`config.mk`:
```
export PLATFORM = sky130hd
export DESIGN_NAME = fp_zero_cmp
export DESIGN_NICKNAME = d
export VERILOG_FILES = /design/src/rtl/fp_zero_cmp.sv
export SDC_FILE = /design/constraint.sdc
export NUM_CORES = 1
export LEC_CHECK = 0
export BUFFER_PORTS_ARGS = -buffer_cell sky130_fd_sc_hd__buf_4
export CAP_MARGIN = 5
export CORE_MARGIN = 1.5
export CORE_UTILIZATION = 25
export DETAILED_ROUTE_END_ITERATION = 7
export MAX_ROUTING_LAYER = met4
export SYNTH_ARGS = -nofsm -noshare
export SYNTH_HDL_FRONTEND = slang
export SYNTH_SLANG_ARGS = --single-unit
```
`constraint.sdc`:
```
create_clock -name clk -period 2.97 [get_ports clk]
set_input_delay 0.297 -clock clk [delete_from_list [all_inputs] [get_ports clk]]
set_output_delay 0.297 -clock clk [all_outputs]
set_load 0.05 [all_outputs]
```
`src/rtl/fp_zero_cmp.sv`:
```
module fp_zero_cmp (
  input  logic         clk,
  input  logic         rst_n,
  input  logic         in_valid,
  input  logic [127:0] opnd,
  input  logic [2:0]   op_sel,
  input  logic         half_sel,
  input  logic         size_bit,
  input  logic         wide_q,
  input  logic         scalar_mode,
  input  logic         half_ok,
  input  logic         ftz,
  output logic         out_valid,
  output logic [127:0] mask,
  output logic         invalid_flag,
  output logic         denorm_flag,
  output logic         undef_flag
);

  localparam logic [2:0] OP_GT = 3'd0;
  localparam logic [2:0] OP_GE = 3'd1;
  localparam logic [2:0] OP_EQ = 3'd2;
  localparam logic [2:0] OP_LE = 3'd3;
  localparam logic [2:0] OP_LT = 3'd4;

  logic [2:0][7:0]   hit_f, inv_f, den_f, act_f;
  logic [2:0][127:0] exp_f;
  logic [1:0]        fsel;
  logic              undef_c;

  assign fsel = half_sel ? 2'd0 : (size_bit ? 2'd2 : 2'd1);

  for (genvar f = 0; f < 3; f++) begin : g_fmt
    localparam int EW = (f == 0) ? 5 : ((f == 1) ? 8 : 11);
    localparam int FW = (f == 0) ? 10 : ((f == 1) ? 23 : 52);
    localparam int W  = 1 + EW + FW;
    localparam int N  = 128 / W;
    for (genvar l = 0; l < 8; l++) begin : g_lane
      if (l < N) begin : g_live
        logic [W-1:0] e;
        logic sgn, ex_max, ex_min, frac_nz, nan, snan, zero_like;
        logic gt_ez, ge_ez, gt_ze, ge_ze, eq_z, pass;
        assign e         = opnd[l*W +: W];
        assign sgn       = e[W-1];
        assign ex_max    = &e[W-2:FW];
        assign ex_min    = ~|e[W-2:FW];
        assign frac_nz   = |e[FW-1:0];
        assign nan       = ex_max & frac_nz;
        assign snan      = nan & ~e[FW-1];
        assign zero_like = ex_min & (~frac_nz | ftz);
        // element vs zero, and zero vs element (operands swapped)
        assign gt_ez = ~nan & ~sgn & ~zero_like;
        assign ge_ez = ~nan & (~sgn | zero_like);
        assign gt_ze = ~nan & sgn & ~zero_like;
        assign ge_ze = ~nan & (sgn | zero_like);
        assign eq_z  = ~nan & zero_like;
        assign pass  = (op_sel == OP_GT) ? gt_ez :
                       (op_sel == OP_GE) ? ge_ez :
                       (op_sel == OP_EQ) ? eq_z  :
                       (op_sel == OP_LE) ? ge_ze :
                       (op_sel == OP_LT) ? gt_ze : 1'b0;
        assign act_f[f][l] = scalar_mode ? 1'(l == 0) : (wide_q | 1'(l < N/2));
        assign hit_f[f][l] = pass & act_f[f][l];
        assign inv_f[f][l] = act_f[f][l] & ((op_sel == OP_EQ) ? snan : nan);
        assign den_f[f][l] = act_f[f][l] & ftz & ex_min & frac_nz;
        assign exp_f[f][l*W +: W] = {W{hit_f[f][l]}};
      end else begin : g_dead
        assign act_f[f][l] = 1'b0;
        assign hit_f[f][l] = 1'b0;
        assign inv_f[f][l] = 1'b0;
        assign den_f[f][l] = 1'b0;
      end
    end
  end

  assign undef_c = (op_sel > OP_LT) | (half_sel & ~half_ok) |
                   (~half_sel & size_bit & ~wide_q & ~scalar_mode);

  always_ff @(posedge clk) begin
    if (!rst_n) begin
      out_valid    <= 1'b0;
      mask         <= '0;
      invalid_flag <= 1'b0;
      denorm_flag  <= 1'b0;
      undef_flag   <= 1'b0;
    end else begin
      out_valid <= in_valid;
      if (in_valid) begin
        undef_flag   <= undef_c;
        mask         <= undef_c ? '0 : exp_f[fsel];
        invalid_flag <= ~undef_c & |inv_f[fsel];
        denorm_flag  <= ~undef_c & |den_f[fsel];
      end
    end
  end

  p_valid_follow_r12: assert property (@(posedge clk) disable iff (!rst_n)
    out_valid |-> $past(in_valid));
  p_undef_quiet_r7: assert property (@(posedge clk) disable iff (!rst_n)
    undef_flag |-> (mask == '0 && !invalid_flag && !denorm_flag));
  p_reserved_dbl_r6: assert property (@(posedge clk) disable iff (!rst_n)
    (out_valid && $past(!half_sel && size_bit && !wide_q && !scalar_mode)) |-> undef_flag);
  p_half_gate_r7: assert property (@(posedge clk) disable iff (!rst_n)
    (out_valid && $past(half_sel && !half_ok)) |-> undef_flag);
  p_bad_op_r2: assert property (@(posedge clk) disable iff (!rst_n)
    (out_valid && $past(op_sel > 3'd4)) |-> undef_flag);
  p_narrow_upper_r4: assert property (@(posedge clk) disable iff (!rst_n)
    (out_valid && $past(!wide_q)) |-> (mask[127:64] == '0));
  p_scalar_upper_r5: assert property (@(posedge clk) disable iff (!rst_n)
    (out_valid && $past(scalar_mode)) |-> (mask[127:64] == '0));
  p_denorm_ftz_r10: assert property (@(posedge clk) disable iff (!rst_n)
    $rose(denorm_flag) |-> $past(ftz));

endmodule

```
# Word-level counts from Yosys, hierarchy flattened
# Cells that the tools add are included.
word_totals:
  inputBits: 140
  output_inout_bits: 132
  register_bits: 132
  elab_cells: 476
op_classes:
  reduce_logical: 59
  bitwise: 311
  n_eq_ne: 4
  magnitude_cmp: 2
  mux: 95
ops:
  columns: ["op", "count"]
  rows:
  - ["$bmux W128 S2", 1]
  - ["$mux W128", 2]
  - ["$and A1 B1 Y1", 198]
  - ["$reduce_or A52 Y1", 2]
  - ["$reduce_or A23 Y1", 4]
  - ["$mux W1", 86]
  - ["$reduce_or A10 Y1", 8]
  - ["$not A1 Y1", 69]
  - ["$reduce_or A8 Y1", 6]
  - ["$or A1 B1 Y1", 44]
  - ["$reduce_and A5 Y1", 8]
  - ["$reduce_or A5 Y1", 8]
  - ["$bmux W8 S2", 2]
  - ["$reduce_and A8 Y1", 4]
  - ["$reduce_and A11 Y1", 2]
  - ["$reduce_or A11 Y1", 2]
  - ["$mux W8", 2]
  - ["$logic_not A1 Y1", 14]
  - ["$eq A3 B2 Y1 const B", 2]
  - ["$mux W2", 2]
  - ["$eq A3 B1 Y1 const B", 1]
  - ["$eq A3 B3 Y1 const B", 1]
  - ["$gt A3 B3 Y1 const B", 1]
  - ["$logic_not A3 Y1", 1]
  - ["$lt A2 B3 Y1 const B", 1]

# Depth between registers and ports, before layout
logic_depth:
  word_depth: 15
  depth_mapped: 9
  mapped_depth_nobuf: 7

# Worst setup path before layout
# Ideal clock, no wire load.
synth_timing:
  kind: "in2reg"
  from: "input port opnd[75]"
  to: "register invalid_flag"
  path_stages: 7
  arrival_ns: 2.259
  path_buffers: 0
  setup_slack_ns: 0.589
  setup_ns: 0.122
  required_ns: 2.848
  cell_sequence: "or3_1 > or3_1 > or4_4 > o21ai_1 > a211oi_1 > or3_1 > o311a_1"
synth_between:
  elab_chain_cells: 9
synth_lines:
  columns: ["item", "line", "source"]
  rows:
  - ["start: declaration", "5", "input logic [127:0] opnd,"]
  - ["$reduce_or A52 Y1 (tied with other cells)", "47", "assign frac_nz = |e[FW-1:0];"]
  - ["$and A1 B1 Y1", "48", "assign nan = ex_max & frac_nz;"]
  - ["$and A1 B1 Y1", "49", "assign snan = nan & ~e[FW-1];"]
  - ["$mux W1", "64", "assign inv_f[f][l] = act_f[f][l] & ((op_sel == OP_EQ) ? snan : nan);"]
  - ["$and A1 B1 Y1", "64", null]
  - ["$bmux W8 S2 (*)", "91", "invalid_flag <= ~undef_c & |inv_f[fsel];"]
  - ["$mux W8 (implied by the code) (*)", "91", null]
  - ["$reduce_or A8 Y1 (*)", "91", null]
  - ["$and A1 B1 Y1 (*)", "91", null]
  - ["end signal: assignment", "91", null]
  - ["end: declaration", "15", "output logic invalid_flag,"]
# Mark *: on every way between the ends. The rest lies on a longest branch, timed or not. The select of a mux whose other input is x is not followed.
# A chain may end at the register's enable or synchronous reset.

# Worst setup path in the final report
layout_timing:
  from: "input port opnd[113]"
  to: "register invalid_flag"
layout_between:
  elab_chain_cells: 9
layout_lines:
  columns: ["item", "line"]
  rows:
  - ["$reduce_or A52 Y1 (tied with other cells)", "47"]
  - ["$and A1 B1 Y1", "48"]
  - ["$and A1 B1 Y1", "49"]
  - ["$mux W1", "64"]
  - ["$and A1 B1 Y1", "64"]
  - ["$bmux W8 S2 (*)", "91"]
  - ["$mux W8 (implied by the code) (*)", "91"]
  - ["$reduce_or A8 Y1 (*)", "91"]
  - ["$and A1 B1 Y1 (*)", "91"]
# Marks and branches as above.

==> metrics.txt <==
status=finished, final reports clean; P_leak=approximately 2.2 nW; DP HPWL=11.19 mm; Area growth, synth to finish=42.28%; routability cong.=0.9550; initial antenna violation count=0; Worst Setup SP=opnd[113]; number of port buffers=271; Buf+Inv Stages, Crit Path=1; htree depth=1; Die Y=119.2 um; reg-to-reg startpoint=invalid_flag; nets@finish=781; Row Count=42; setup TNS=0 ns; Worst EP arrival=about 2.6 ns; post-CTS sizing=0; Pins Over Slew Limit=0; Placed Area=4711 um2; clk root buf=clkbuf_16; syn_nets=roughly 630; Max Clk Rate=401.6 MHz; ys async rst share=0; CP Class=primary input to register; DR DRC count=0; routed wire length=around 13 mm; worst path required time=3.10 ns; Distinct cells, synth=76; antenna cells=0; Period Utilization, post-route=0.8384; worst-path cell chain=buf_4, or4_1, nor3_1, a211oi_1, a221oi_1, a211oi_1, or3_1, o311a_1; min-delay src=in_valid; # IOs=272; Vias/cell=~5.0; max incr delay on CP=0.58 ns; commonest non-fill, non-tap cells in the layout=279 x buf_4, 47 x nor2_1, 44 x nand2_1; CP Capture Type=register; Tmin final=2.490 ns; # setup viols final=0; GRT overflow=0; Peak VDD IR=around 130 uV; Mapped Area=3373 um2; vias in the first global route=~3900; Max transition margin=0.5526; All-Layer GR Usage=0.1815; multi-input logic area=2130 um2; number of DRC violations after detailed-routing iteration 0=261; ratio of cells with drive above 1 in the final layout=0.4938; post-route ant nets=0; DR pass1 iterations=5; # fillers=roughly 1400; Worst-path clk slew=~0.040 ns; crit path max fanout=4; core area=approximately 13000 um2; Synth warnings=0; Final Skew=0 ns; Avg WL per Cell=roughly 16 um; MaxCap Viol Count=0; final hold vios=0; setup bufs post-CTS=0; Tightest Hold Check Type=primary input to register; sequential area share after synthesis=0.07122; Die ar.=14200 um2; largest net degree at the start of global routing=32; pwr/cell area=237.9 nW/um2; dominant synthesized flop cell=dfxtp_1; clock buffer count from CTS=3; syn avg cell area=6.870 um2; CTS Sinks=12; most frequent CP cell=a211oi_1; Worst Max-Slew Pin Slew=0.6626 ns; Longest Clk Path Bufs=2; commonest non-fill, non-tap cell in the layout=buf_4; clk_lat worst skew=0.24 ns; CTS tree=yes; Worst Setup Start Kind=primary input; first-pass GRT wire length=~20 mm; RSZ-0062 raised after global routing=no; chip width=119.2 um; Post-synth EDFFs=0; vias=4117; fin area=4800 um2; Cells after Synth=491; synthesized flop and latch total=12; cell at the slowest stage of the critical path=or4_1; Hold-fix buffers, CTS=0; Top delay family on crit path=simple AND/OR/NAND/NOR gates; Sequential Area=~240 um2; Starting Density=0.2557
==> area by class of cell <==
type,instances,share of cell area
tap,176,0.04588
timing repair buffer,279,0.4364
multi-input combinational,338,0.4437
clock buffer,4,0.01851
sequential,12,0.05005
inverter,7,0.005474
==> worst paths after layout <==
path	end	slack (ns)	cells after the start
setup / recovery	invalid_flag	0.48	8
hold / removal	undef_flag	0.27	2
setup reg to reg	invalid_flag	1.80	3
hold reg to reg	undef_flag	0.53	2
==> per-stage QoR <==
| stage | worst slack, ns | std cells | power, W | util | hold WS [ns] |
|---|---|---|---|---|---|
| after global routing | 0.3077 | 816 | 0.001195 | 0.3639 | 0.2782 |
| after detailed placement | 0.2245 | 812 | 0.0008718 | 0.3571 | 0.5152 |
| after global placement | 0.2796 | 812 | 0.0008660 | 0.3571 | 0.4962 |
| after CTS | 0.4816 | 816 | 0.001152 | 0.3639 | 0.2663 |
| final | 0.4799 | 816 | 0.001142 | 0.3639 | 0.2694 |
| after floorplan | 0.5889 | 491 | 0.0006391 | - | 0.3864 |
==> metal layers <==
layer | share of wire | GRT usage
met1 | 0.42 | 0.2234
met2 | 0.50 | 0.3150
met3 | 0.065 | 0.01580
met4 | 0.012 | 0.05497
met5 | 0 | -
==> registers in the layout, indices dropped and copies added, names as in the netlist <==
name / count
out_valid: 1
invalid_flag: 1
mask: 8
undef_flag: 1
denorm_flag: 1
==> cell usage after synthesis (3+ instances only) <==
| library cell | n | area [um2] |
|---|---|---|
| a21o_1 | 4 | 30.03 |
| a31oi_1 | 3 | 18.77 |
| a22oi_1 | 3 | 22.52 |
| o21ai_1 | 3 | 15.01 |
| clkbuf_1 | 9 | 33.78 |
| a32o_1 | 5 | 50.05 |
| a211oi_1 | 14 | 105.1 |
| or3_1 | 6 | 37.54 |
| nand2_1 | 44 | 165.2 |
| nor2_1 | 47 | 176.4 |
| or2_2 | 3 | 18.77 |
| a211o_1 | 6 | 52.55 |
| o21a_1 | 3 | 22.52 |
| or4_4 | 4 | 45.04 |
| o311a_1 | 3 | 30.03 |
| a311oi_1 | 3 | 26.28 |
| inv_1 | 7 | 26.28 |
| nor4_1 | 13 | 81.33 |
| o21ai_0 | 18 | 90.09 |
| o31ai_1 | 6 | 45.04 |
| and3_1 | 7 | 43.79 |
| buf_4 | 122 | 915.9 |
| nor3_1 | 20 | 100.1 |
| a221oi_1 | 3 | 26.28 |
| nand2b_1 | 6 | 37.54 |
| o211ai_1 | 3 | 22.52 |
| a21oi_1 | 14 | 70.07 |
| dfxtp_1 | 12 | 240.2 |
| or4_1 | 3 | 22.52 |
| nand3_1 | 20 | 100.1 |
| and4_1 | 3 | 26.28 |
| nand4_1 | 8 | 50.05 |
| mux2i_1 | 4 | 40.04 |
| and2_1 | 7 | 43.79 |
==> cell families (layout without fill, tap and decap cells) <==
group           Yosys count  count (layout)  synth area share
compound gates          109             109            0.2337
flops                    12              12           0.07122
simple gates            224             224            0.3824
mux                       5               5           0.01521
buf+inv                 141             290            0.2975
==> power by group <==
part	total, W	internal (W)	switching, W
logic	0.000681	0.000259	0.000423
registers	0.000186	0.000168	0.0000176
clock network	0.000275	0.000203	0.0000715
Note: power is estimated with default switching activity, not from simulation.
